===== config.mk =====
export PLATFORM = sky130hd
export DESIGN_NAME = psq_top
export DESIGN_NICKNAME = d
export VERILOG_FILES = /design/src/rtl/psq_pkg.sv /design/src/rtl/psq_sync.sv /design/src/rtl/psq_ctrl.sv /design/src/rtl/psq_engine.sv /design/src/rtl/psq_status.sv /design/src/rtl/psq_top.sv
export SDC_FILE = /design/constraint.sdc
export NUM_CORES = 1
export LEC_CHECK = 0
export BUFFER_PORTS_ARGS = -buffer_cell sky130_fd_sc_hd__buf_2
export CORE_MARGIN = 3
export CORE_UTILIZATION = 25
export CTS_BUF_LIST = sky130_fd_sc_hd__clkbuf_4 sky130_fd_sc_hd__clkbuf_8
export CTS_CLUSTER_SIZE = 25
export DETAILED_ROUTE_END_ITERATION = 12
export PLACE_DENSITY = 0.54
export REMOVE_ABC_BUFFERS = 1
export SYNTH_ARGS = -nofsm -noshare
export SYNTH_HDL_FRONTEND = slang
export SYNTH_SLANG_ARGS = --single-unit

===== constraint.sdc =====
create_clock -name clk -period 2.9 [get_ports clk]
set_clock_uncertainty 0.05 [all_clocks]
set_input_delay 0 -clock clk [delete_from_list [all_inputs] [get_ports clk]]
set_output_delay 0 -clock clk [all_outputs]
set_load 0.01 [all_outputs]

===== src/rtl/psq_pkg.sv =====
package psq_pkg;

    typedef enum logic [2:0] {
        OP_NONE  = 3'd0,
        OP_READ  = 3'd1,
        OP_WREN  = 3'd2,
        OP_WRDIS = 3'd3,
        OP_WRITE = 3'd4,
        OP_ERASE = 3'd5,
        OP_FILL  = 3'd6,
        OP_CLEAR = 3'd7
    } op_e;

    typedef enum logic [1:0] {
        PH_IDLE,
        PH_ERASE,
        PH_PROG,
        PH_HOLD
    } phase_e;

    // Commands that start a self-timed cycle
    function automatic logic is_prog(op_e o);
        return (o == OP_WRITE) || (o == OP_ERASE) || (o == OP_FILL) || (o == OP_CLEAR);
    endfunction

    // Commands that carry a data word after the erase step
    function automatic logic has_data(op_e o);
        return (o == OP_WRITE) || (o == OP_FILL);
    endfunction

    // Commands that sweep the whole array
    function automatic logic is_bulk(op_e o);
        return (o == OP_FILL) || (o == OP_CLEAR);
    endfunction

endpackage


===== src/rtl/psq_sync.sv =====
module psq_sync #(
    parameter int N = 3
) (
    input  logic         clk,
    input  logic         rst,
    input  logic [N-1:0] d_in,
    output logic [N-1:0] q
);
    for (genvar i = 0; i < N; i++) begin : g_bit
        logic meta;
        logic stable_q;
        always_ff @(posedge clk) begin
            if (rst) begin
                meta     <= 1'b0;
                stable_q <= 1'b0;
            end else begin
                meta     <= d_in[i];
                stable_q <= meta;
            end
        end
        assign q[i] = stable_q;
    end
endmodule


===== src/rtl/psq_ctrl.sv =====
module psq_ctrl
    import psq_pkg::*;
#(
    parameter int ADDR_W = 7,
    parameter int DATA_W = 16
) (
    input  logic              clk,
    input  logic              rst,
    input  logic              cs_fall,
    input  logic              busy,
    input  logic              supply_ok,
    input  logic              cmd_valid,
    input  op_e               cmd_op,
    input  logic [ADDR_W-1:0] cmd_addr,
    input  logic [DATA_W-1:0] cmd_data,
    output logic              wen,
    output logic              launch,
    output op_e               job_op,
    output logic [ADDR_W-1:0] job_addr,
    output logic [DATA_W-1:0] job_data
);
    op_e               pend_op;
    logic [ADDR_W-1:0] pend_addr;
    logic [DATA_W-1:0] pend_data;

    always_ff @(posedge clk) begin
        if (rst) begin
            wen       <= 1'b0;
            pend_op   <= OP_NONE;
            pend_addr <= '0;
            pend_data <= '0;
        end else if (cs_fall) begin
            // a chip-select fall consumes or discards whatever was pending
            pend_op <= OP_NONE;
        end else if (cmd_valid && !busy) begin
            unique case (cmd_op)
                OP_WREN: begin
                    wen     <= 1'b1;
                    pend_op <= OP_NONE;
                end
                OP_WRDIS: begin
                    wen     <= 1'b0;
                    pend_op <= OP_NONE;
                end
                OP_WRITE, OP_ERASE, OP_FILL, OP_CLEAR: begin
                    pend_op   <= cmd_op;
                    pend_addr <= cmd_addr;
                    pend_data <= cmd_data;
                end
                default: pend_op <= OP_NONE;
            endcase
        end
    end

    assign launch   = cs_fall && !busy && is_prog(pend_op) && wen && supply_ok;
    assign job_op   = pend_op;
    assign job_addr = pend_addr;
    assign job_data = pend_data;
endmodule


===== src/rtl/psq_engine.sv =====
module psq_engine
    import psq_pkg::*;
#(
    parameter int ADDR_W      = 7,
    parameter int DATA_W      = 16,
    parameter int PROG_CYCLES = 400
) (
    input  logic              clk,
    input  logic              rst,
    input  logic              launch,
    input  op_e               job_op,
    input  logic [ADDR_W-1:0] job_addr,
    input  logic [DATA_W-1:0] job_data,
    output logic              busy,
    output logic              mem_we,
    output logic [ADDR_W-1:0] mem_addr,
    output logic [DATA_W-1:0] mem_wdata
);
    localparam int WORDS = 1 << ADDR_W;
    localparam int TW    = $clog2(PROG_CYCLES + 1);
    localparam logic [TW-1:0]     T_LAST = TW'(PROG_CYCLES - 1);
    localparam logic [ADDR_W-1:0] A_LAST = ADDR_W'(WORDS - 1);

    phase_e            phase;
    op_e               op_q;
    logic [ADDR_W-1:0] addr_q;
    logic [DATA_W-1:0] data_q;
    logic [ADDR_W-1:0] idx;
    logic [TW-1:0]     timer;
    logic              sweep_last;

    assign sweep_last = !is_bulk(op_q) || (idx == A_LAST);

    always_ff @(posedge clk) begin
        if (rst) begin
            busy   <= 1'b0;
            phase  <= PH_IDLE;
            op_q   <= OP_NONE;
            addr_q <= '0;
            data_q <= '0;
            idx    <= '0;
            timer  <= '0;
        end else if (launch) begin
            busy   <= 1'b1;
            phase  <= PH_ERASE;
            op_q   <= job_op;
            addr_q <= job_addr;
            data_q <= job_data;
            idx    <= '0;
            timer  <= '0;
        end else if (busy) begin
            unique case (phase)
                PH_ERASE: begin
                    if (sweep_last) begin
                        idx   <= '0;
                        phase <= has_data(op_q) ? PH_PROG : PH_HOLD;
                    end else begin
                        idx <= idx + 1'b1;
                    end
                end
                PH_PROG: begin
                    if (sweep_last) phase <= PH_HOLD;
                    else            idx   <= idx + 1'b1;
                end
                default: ;
            endcase
            if (timer == T_LAST) begin
                busy  <= 1'b0;
                phase <= PH_IDLE;
            end else begin
                timer <= timer + 1'b1;
            end
        end
    end

    assign mem_we    = (phase == PH_ERASE) || (phase == PH_PROG);
    assign mem_addr  = is_bulk(op_q) ? idx : addr_q;
    assign mem_wdata = (phase == PH_ERASE) ? {DATA_W{1'b1}} : data_q;
endmodule


===== src/rtl/psq_status.sv =====
module psq_status (
    input  logic clk,
    input  logic rst,
    input  logic launch,
    input  logic busy,
    input  logic cs_s,
    input  logic di_s,
    input  logic sk_rise,
    output logic do_out,
    output logic do_oe
);
    logic armed;

    always_ff @(posedge clk) begin
        if (rst)                           armed <= 1'b0;
        else if (launch)                   armed <= 1'b1;
        else if (cs_s && di_s && sk_rise)  armed <= 1'b0;
    end

    assign do_oe  = armed && cs_s;
    assign do_out = !busy;
endmodule


===== src/rtl/psq_top.sv =====
module psq_top
    import psq_pkg::*;
#(
    parameter int ADDR_W      = 7,
    parameter int DATA_W      = 16,
    parameter int PROG_CYCLES = 400
) (
    input  logic              clk,
    input  logic              rst,
    input  logic              cs_pin,
    input  logic              sk_pin,
    input  logic              di_pin,
    input  logic              supply_ok,
    input  logic              cmd_valid,
    input  logic [2:0]        cmd_op,
    input  logic [ADDR_W-1:0] cmd_addr,
    input  logic [DATA_W-1:0] cmd_data,
    output logic              mem_we,
    output logic [ADDR_W-1:0] mem_addr,
    output logic [DATA_W-1:0] mem_wdata,
    output logic              do_out,
    output logic              do_oe
);
    localparam int NPIN = 3;

    logic [NPIN-1:0]   pin_s;
    logic              cs_s, sk_s, di_s;
    logic              cs_prev, sk_prev;
    logic              cs_fall, sk_rise;
    logic              wen, launch, busy;
    op_e               job_op;
    logic [ADDR_W-1:0] job_addr;
    logic [DATA_W-1:0] job_data;

    psq_sync #(.N(NPIN)) sync_i (
        .clk  (clk),
        .rst  (rst),
        .d_in ({di_pin, sk_pin, cs_pin}),
        .q    (pin_s)
    );

    assign cs_s = pin_s[0];
    assign sk_s = pin_s[1];
    assign di_s = pin_s[2];

    always_ff @(posedge clk) begin
        if (rst) begin
            cs_prev <= 1'b0;
            sk_prev <= 1'b0;
        end else begin
            cs_prev <= cs_s;
            sk_prev <= sk_s;
        end
    end

    assign cs_fall = cs_prev && !cs_s;
    assign sk_rise = sk_s && !sk_prev;

    psq_ctrl #(.ADDR_W(ADDR_W), .DATA_W(DATA_W)) ctrl_i (
        .clk       (clk),
        .rst       (rst),
        .cs_fall   (cs_fall),
        .busy      (busy),
        .supply_ok (supply_ok),
        .cmd_valid (cmd_valid),
        .cmd_op    (op_e'(cmd_op)),
        .cmd_addr  (cmd_addr),
        .cmd_data  (cmd_data),
        .wen       (wen),
        .launch    (launch),
        .job_op    (job_op),
        .job_addr  (job_addr),
        .job_data  (job_data)
    );

    psq_engine #(.ADDR_W(ADDR_W), .DATA_W(DATA_W), .PROG_CYCLES(PROG_CYCLES)) eng_i (
        .clk       (clk),
        .rst       (rst),
        .launch    (launch),
        .job_op    (job_op),
        .job_addr  (job_addr),
        .job_data  (job_data),
        .busy      (busy),
        .mem_we    (mem_we),
        .mem_addr  (mem_addr),
        .mem_wdata (mem_wdata)
    );

    psq_status stat_i (
        .clk     (clk),
        .rst     (rst),
        .launch  (launch),
        .busy    (busy),
        .cs_s    (cs_s),
        .di_s    (di_s),
        .sk_rise (sk_rise),
        .do_out  (do_out),
        .do_oe   (do_oe)
    );
endmodule


# Word-level counts from Yosys, hierarchy flattened

Index checks and enable logic that the tools add are counted.

Word-level logic and storage cells: 102
Output and inout bits: 26
Flip-flop bits (word level): 81

Reduce and logical (&&, ||, !) cells: 36
Bitwise operators: 2
Add/sub/neg operators: 2
Mux-type cells: 19
Equal/unequal tests: 22

Operator list:

| kind                                                                  | number |
|---|---|
| 3-bit equality test, second input constant                            | 11 |
| 7-bit 2-to-1 mux                                                      | 3 |
| 16-bit 2-to-1 mux                                                     | 1 |
| 7-bit case mux with 2 select lines                                    | 1 |
| 1-bit logical AND                                                     | 10 |
| 9-bit by 1-bit adder with 9-bit output, second input constant         | 1 |
| 9-bit equality test, second input constant                            | 1 |
| 3-bit AND reduction                                                   | 3 |
| 1-bit 2-to-1 mux                                                      | 8 |
| 4-bit by 2-bit != test with 1-bit output, second input constant       | 2 |
| 4-bit AND reduction                                                   | 2 |
| 2-bit nonzero test                                                    | 4 |
| 7-bit by 1-bit adder with 7-bit output, second input constant         | 1 |
| 7-bit equality test, second input constant                            | 1 |
| 1-bit logical OR                                                      | 7 |
| 3-bit by 2-bit equality test with 1-bit output, second input constant | 2 |
| 2-bit 2-to-1 mux                                                      | 3 |
| 3-bit by 1-bit != test with 1-bit output, second input constant       | 2 |
| 1-bit logical NOT                                                     | 4 |
| 2-bit case mux with 2 select lines                                    | 1 |
| 4-bit nonzero test                                                    | 1 |
| 2-bit OR reduction                                                    | 2 |
| 4-bit OR reduction                                                    | 1 |
| 3-bit 2-to-1 mux                                                      | 1 |
| other kinds (7)                                                       | 8 |

# Logic depth before layout (Yosys ltp)

Depth in word-level cells: 9
Mapped depth: 6

# Hierarchy

A second synthesis with hierarchy kept.

Cell total of the unflattened synthesis: 384
Area, all modules: 3474.6 um2

By module, submodules not included:

| module     | cells each | times used | seq. area each (um2) | area each (um2) |
|---|---|---|---|---|
| psq_engine | 236        | 1          | 900.9                | 2179.6 |
| psq_ctrl   | 121        | 1          | 540.5                | 991.0 |
| psq_sync   | 15         | 1          | 120.1                | 180.2 |
| psq_top    | 6          | 1          | 40.0                 | 70.1 |
| psq_status | 6          | 1          | 20.0                 | 53.8 |

# Least setup slack after synthesis

No wires, ideal clock.

Kind: reg-to-reg
Start: register eng_i.phase[0]
End: register eng_i.phase[0]
Cell stages (with the launch flop): 6
Setup time: 137 ps
Setup slack: 1261 ps
Data arrival time: 1452 ps
Clock period less this slack: 1639 ps
Buffers on the path: 0
Required time: 2713 ps
Path through: dfxtp_1 > inv_1 > ha_1 > or3b_2 > a221oi_1 > a221oi_2

Word-level cells in the longest chain between the ends: 5
Elaborated cells between the ends (all ways): 10
Classes of those cells: 4 x eq/ne; 4 x mux; 2 x reduce/logical

Ends and longest elaborated chain:

| element                                                                                      | RTL line         | RTL |
|---|---|---|
| start: declaration                                                                           | psq_engine.sv:24 | `phase_e phase;` |
| start signal: assignment                                                                     | psq_engine.sv:56 | `phase <= has_data(op_q) ? PH_PROG : PH_HOLD;` |
| 2-bit equality test / 2-bit by 1-bit equality test with 1-bit output (equally long branches) | psq_engine.sv:52 | `unique case (phase)` |
| 2-bit case mux with 2 select lines                                                           | psq_engine.sv:52 |  |
| 2-bit 2-to-1 mux                                                                             | psq_engine.sv:67 | `if (timer == T_LAST) begin` |
| 1-bit 2-to-1 mux                                                                             | psq_engine.sv:51 | `end else if (busy) begin` |
| 1-bit 2-to-1 mux                                                                             | psq_engine.sv:43 | `end else if (launch) begin` |

Several ways; a longest one is shown, not always the timed one. The select of a mux whose other input is x is not followed.
A chain may end at the register's enable or synchronous reset.

# Worst setup path in the final report

Start: register eng_i.phase[0]
End: register eng_i.idx[5]

Word-level cells in the longest chain between the ends: 3
Elaborated cells between the ends (all ways): 6
Classes of those cells: 3 x eq/ne; 1 x mux; 2 x reduce/logical

Ends and longest elaborated chain:

| element                                                                                      | RTL line         | RTL |
|---|---|---|
| 2-bit equality test / 2-bit by 1-bit equality test with 1-bit output (equally long branches) | psq_engine.sv:52 |  |
| 2-bit != test (no source line) / 2-bit nonzero test (equally long branches)                  | --               |  |
| 3-bit AND reduction (no source line)                                                         | --               |  |
| end signal: assignment                                                                       | psq_engine.sv:58 | `idx <= idx + 1'b1;` |
| end signal: assignment                                                                       | psq_engine.sv:63 | `else idx <= idx + 1'b1;` |
| end: declaration                                                                             | psq_engine.sv:28 | `logic [ADDR_W-1:0] idx;` |

Several ways; a longest one is shown, not always the timed one.

==> results.yml <==
timing:
  relSlewSlack_pct: 58.0
  maxSlewViolCount: 0
  whs_ps: 188
  worstMarginPinSlew_ps: 630
  rsz0062_at_grt: "no"
  fmax_mhz: 497
  finalSetupTns_ps: 0
  fin_crit_sh_pct: 69.4
  hold_violations: 0
  setup_violations: 0
  period_minus_slack_ps: 2010
drt:
  avgViaCountPerCell: 4.36
  final_antenna_net_count: 0
  initialDrtViolationCount: 102
  wl_um: 7870
  dr.pass1.iters: 4
  wl_per_cell_um: 12.0
  vias: 2861
  drc: 0
yosys:
  synthTopCellsByCount: "108 x nand2_1, 81 x dfxtp_1, 59 x a21oi_1"
  yosysTopAreaCellShare_pct: 48.6
  synth_cells: 392
  synthFlopType: "dfxtp_1"
  syn_avg_cell_area_um2: 8.51
  ys_types: 47
  async_flop_share_pct: 0
  synth.area.top_cells: "dfxtp_1 49%, nand2_1 12%, a21oi_1 8.9%"
  ys_seq_area_share_pct: 48.6
  synth.most_common_cell: "nand2_1"
  synthesis.area_mm2: 0.00334
  ys_seq_elements: 81
  ys.warnings.count: 0
  synth-edff-count: 0
  synth.largest_area_cell: "dfxtp_1"
grt:
  grt_usage_pct: 11.2
  grt_max_degree: 62
  busiest_layer: "met2"
  first_global_vias: 2861
  use_met1_pct: 14.4
  grt_overflow: 0
  use_met3_pct: 2.24
  antenna_found_initial: 0
  gr-usage-met2_pct: 18.6
  grt_pass1_wl_um: 13400
clock_network:
  cts_buffers: 9
  htreeDepth: 3
  cts.sinks: 81
  clk_latency_ps: 340
  cts_buffer_depth: 2
  cts_setup_buffers: 0
  clockRootBuffer: "clkbuf_8"
  clk_pin_slew_worst_paths_ps: 80
  cts_tree: "done"
critical_path:
  cp_slowest_cell: "ha_1"
  reg2reg_depth: 5
  setup.worst_path.end_class: "flip-flop"
  critPathLaunchType: "flip-flop"
  cp_num_cells: 5
  path_class: "flip-flop to flip-flop"
  path_max_fanout: 19
  critPathBufInv: 0
  cp_cell_sequence: "ha_1, or2_4, o2111ai_4, or3_1, a21oi_1"
  path_delay_family: "simple AND/OR/NAND/NOR gates"
  cp_data_arrival_time_ps: 2230
  critical_path_required_ps: 3120
  critPathMaxStageDelay_ps: 530
place:
  portBuffers: 58
  dp_hpwl_um: 5430
  gp_congestion: 0.724
floorplan:
  initial_core_util_pct: 26.0
  fp.coreArea_mm2: 0.0128
  rows: 41
  die_area_mm2: 0.0148
  die_h_um: 122
  die_w_um: 122
  io_pins: 59
cells_and_area:
  diodes: 0
  nets: 517
  areaGrowthSynthToFinish_pct: 30.0
  fillers: 1404
  drive_gt1_share_pct: 24.2
pwr:
  vdd_ir_drop_max_uv: 264
  power.total_uw: 2220
  power.leakage_uw: 0.00175
  power_density_mw_per_mm2: 512
status:
  status: "complete, no violations"
min_path:
  min_path_cells: 5
  hp-class: "input port to flip-flop"
job:
  drv_cap: 0
-- through the flow --
step                setup WS [ps]  cells  area [um^2]  util, %
finish                        888    656         4340     33.8
global route                  720    656         4340     33.8
CTS                           869    656         4340     33.8
detailed placement            890    608         3790     29.6
global placement              994    608         3790     29.6
floorplan                     938    372         3240        -
-- sequential cells by signal, indices dropped and copies added (netlist names) --
name,flops
stat_i.armed,1
eng_i.phase,2
cs_prev,1
eng_i.idx,7
ctrl_i.job_addr,7
ctrl_i.job_data,16
eng_i.data_q,16
sk_prev,1
sync_i.g_bit.meta,3
eng_i.busy,1
eng_i.op_q,3
ctrl_i.wen,1
eng_i.addr_q,7
eng_i.timer,9
ctrl_i.job_op,3
sync_i.g_bit.stable_q,3
-- path summary, 6_finish.rpt --
| kind | start | endpoint | slack, ps |
|---|---|---|---|
| min reg2reg | sync_i.g_bit[1].meta | sync_i.g_bit[1].stable_q | 390 |
| max | eng_i.phase[0] | eng_i.idx[5] | 890 |
| min | cmd_valid | ctrl_i.wen | 190 |
| max reg2reg | eng_i.phase[0] | eng_i.idx[5] | 890 |
-- worst reg2reg max path: cells and delay by family, from the launching register on --
kind                     cells  cell delay, ps
flip-flops                   1             390
AND/OR/NAND/NOR              2             660
adder cells (fa/ha/maj)      1             530
AO/OA/AOI/OAI                2             320
-- what timing repair did --
item	4_1_cts	5_1_grt
endpoints found under the hold margin	31	0
resized for setup	0	0
hold buffers	33	0
-- routing by layer --
metal,vias up,wire length (um)
met3,10,268
met4,0,116
met2,48,3730
met1,1316,3750
met5,-,0
li1,1487,-
-- cells in the final DEF (no fill, tap or decap), types with 2 or more instances in the layout --
master / n
dlygate4sd3_1: 33
nand3b_1: 2
bufinv_16: 2
a21bo_2: 3
clkbuf_8: 9
buf_2: 58
ha_1: 4
buf_4: 6
and3_1: 3
a311oi_1: 2
nand4_1: 3
nand2_1: 108
or3_1: 4
xnor2_1: 2
o21ai_0: 5
xor2_1: 4
nor2b_1: 10
inv_1: 7
or2_2: 16
nand3_1: 10
dfxtp_1: 81
a21oi_1: 59
nor2_1: 14
mux2i_1: 2
nand4b_1: 3
mux2_2: 7
-- power breakdown --
part	internal, uW	total (uW)	switching (uW)
clock network	490	881	391
registers	1130	1150	11.0
logic	99.8	196	96.2
total	1720	2220	498
-- area by class of cell --
type	instances	area [um^2]	share of cell area (%)
flip-flops and latches	81	1620	37.4
multi-input cells	284	1600	36.8
repair buffers	97	666	15.3
well taps	172	215	4.96
clock buffers	10	131	3.03
clock inverters	5	81.3	1.87
inverters	7	26.3	0.606
-- cell families after synthesis --
logic type,after synthesis,share of synthesized area (%)
and+or+nand+nor,184,26.6
AOI/OAI and AO/OA,81,15.3
DFF,81,48.6
buffers and inverters,27,3.53
muxes,9,2.96
xor gates and xnor gates,6,1.58
adders and majority gates,4,1.50
Note: power is estimated with default switching activity, not from simulation.
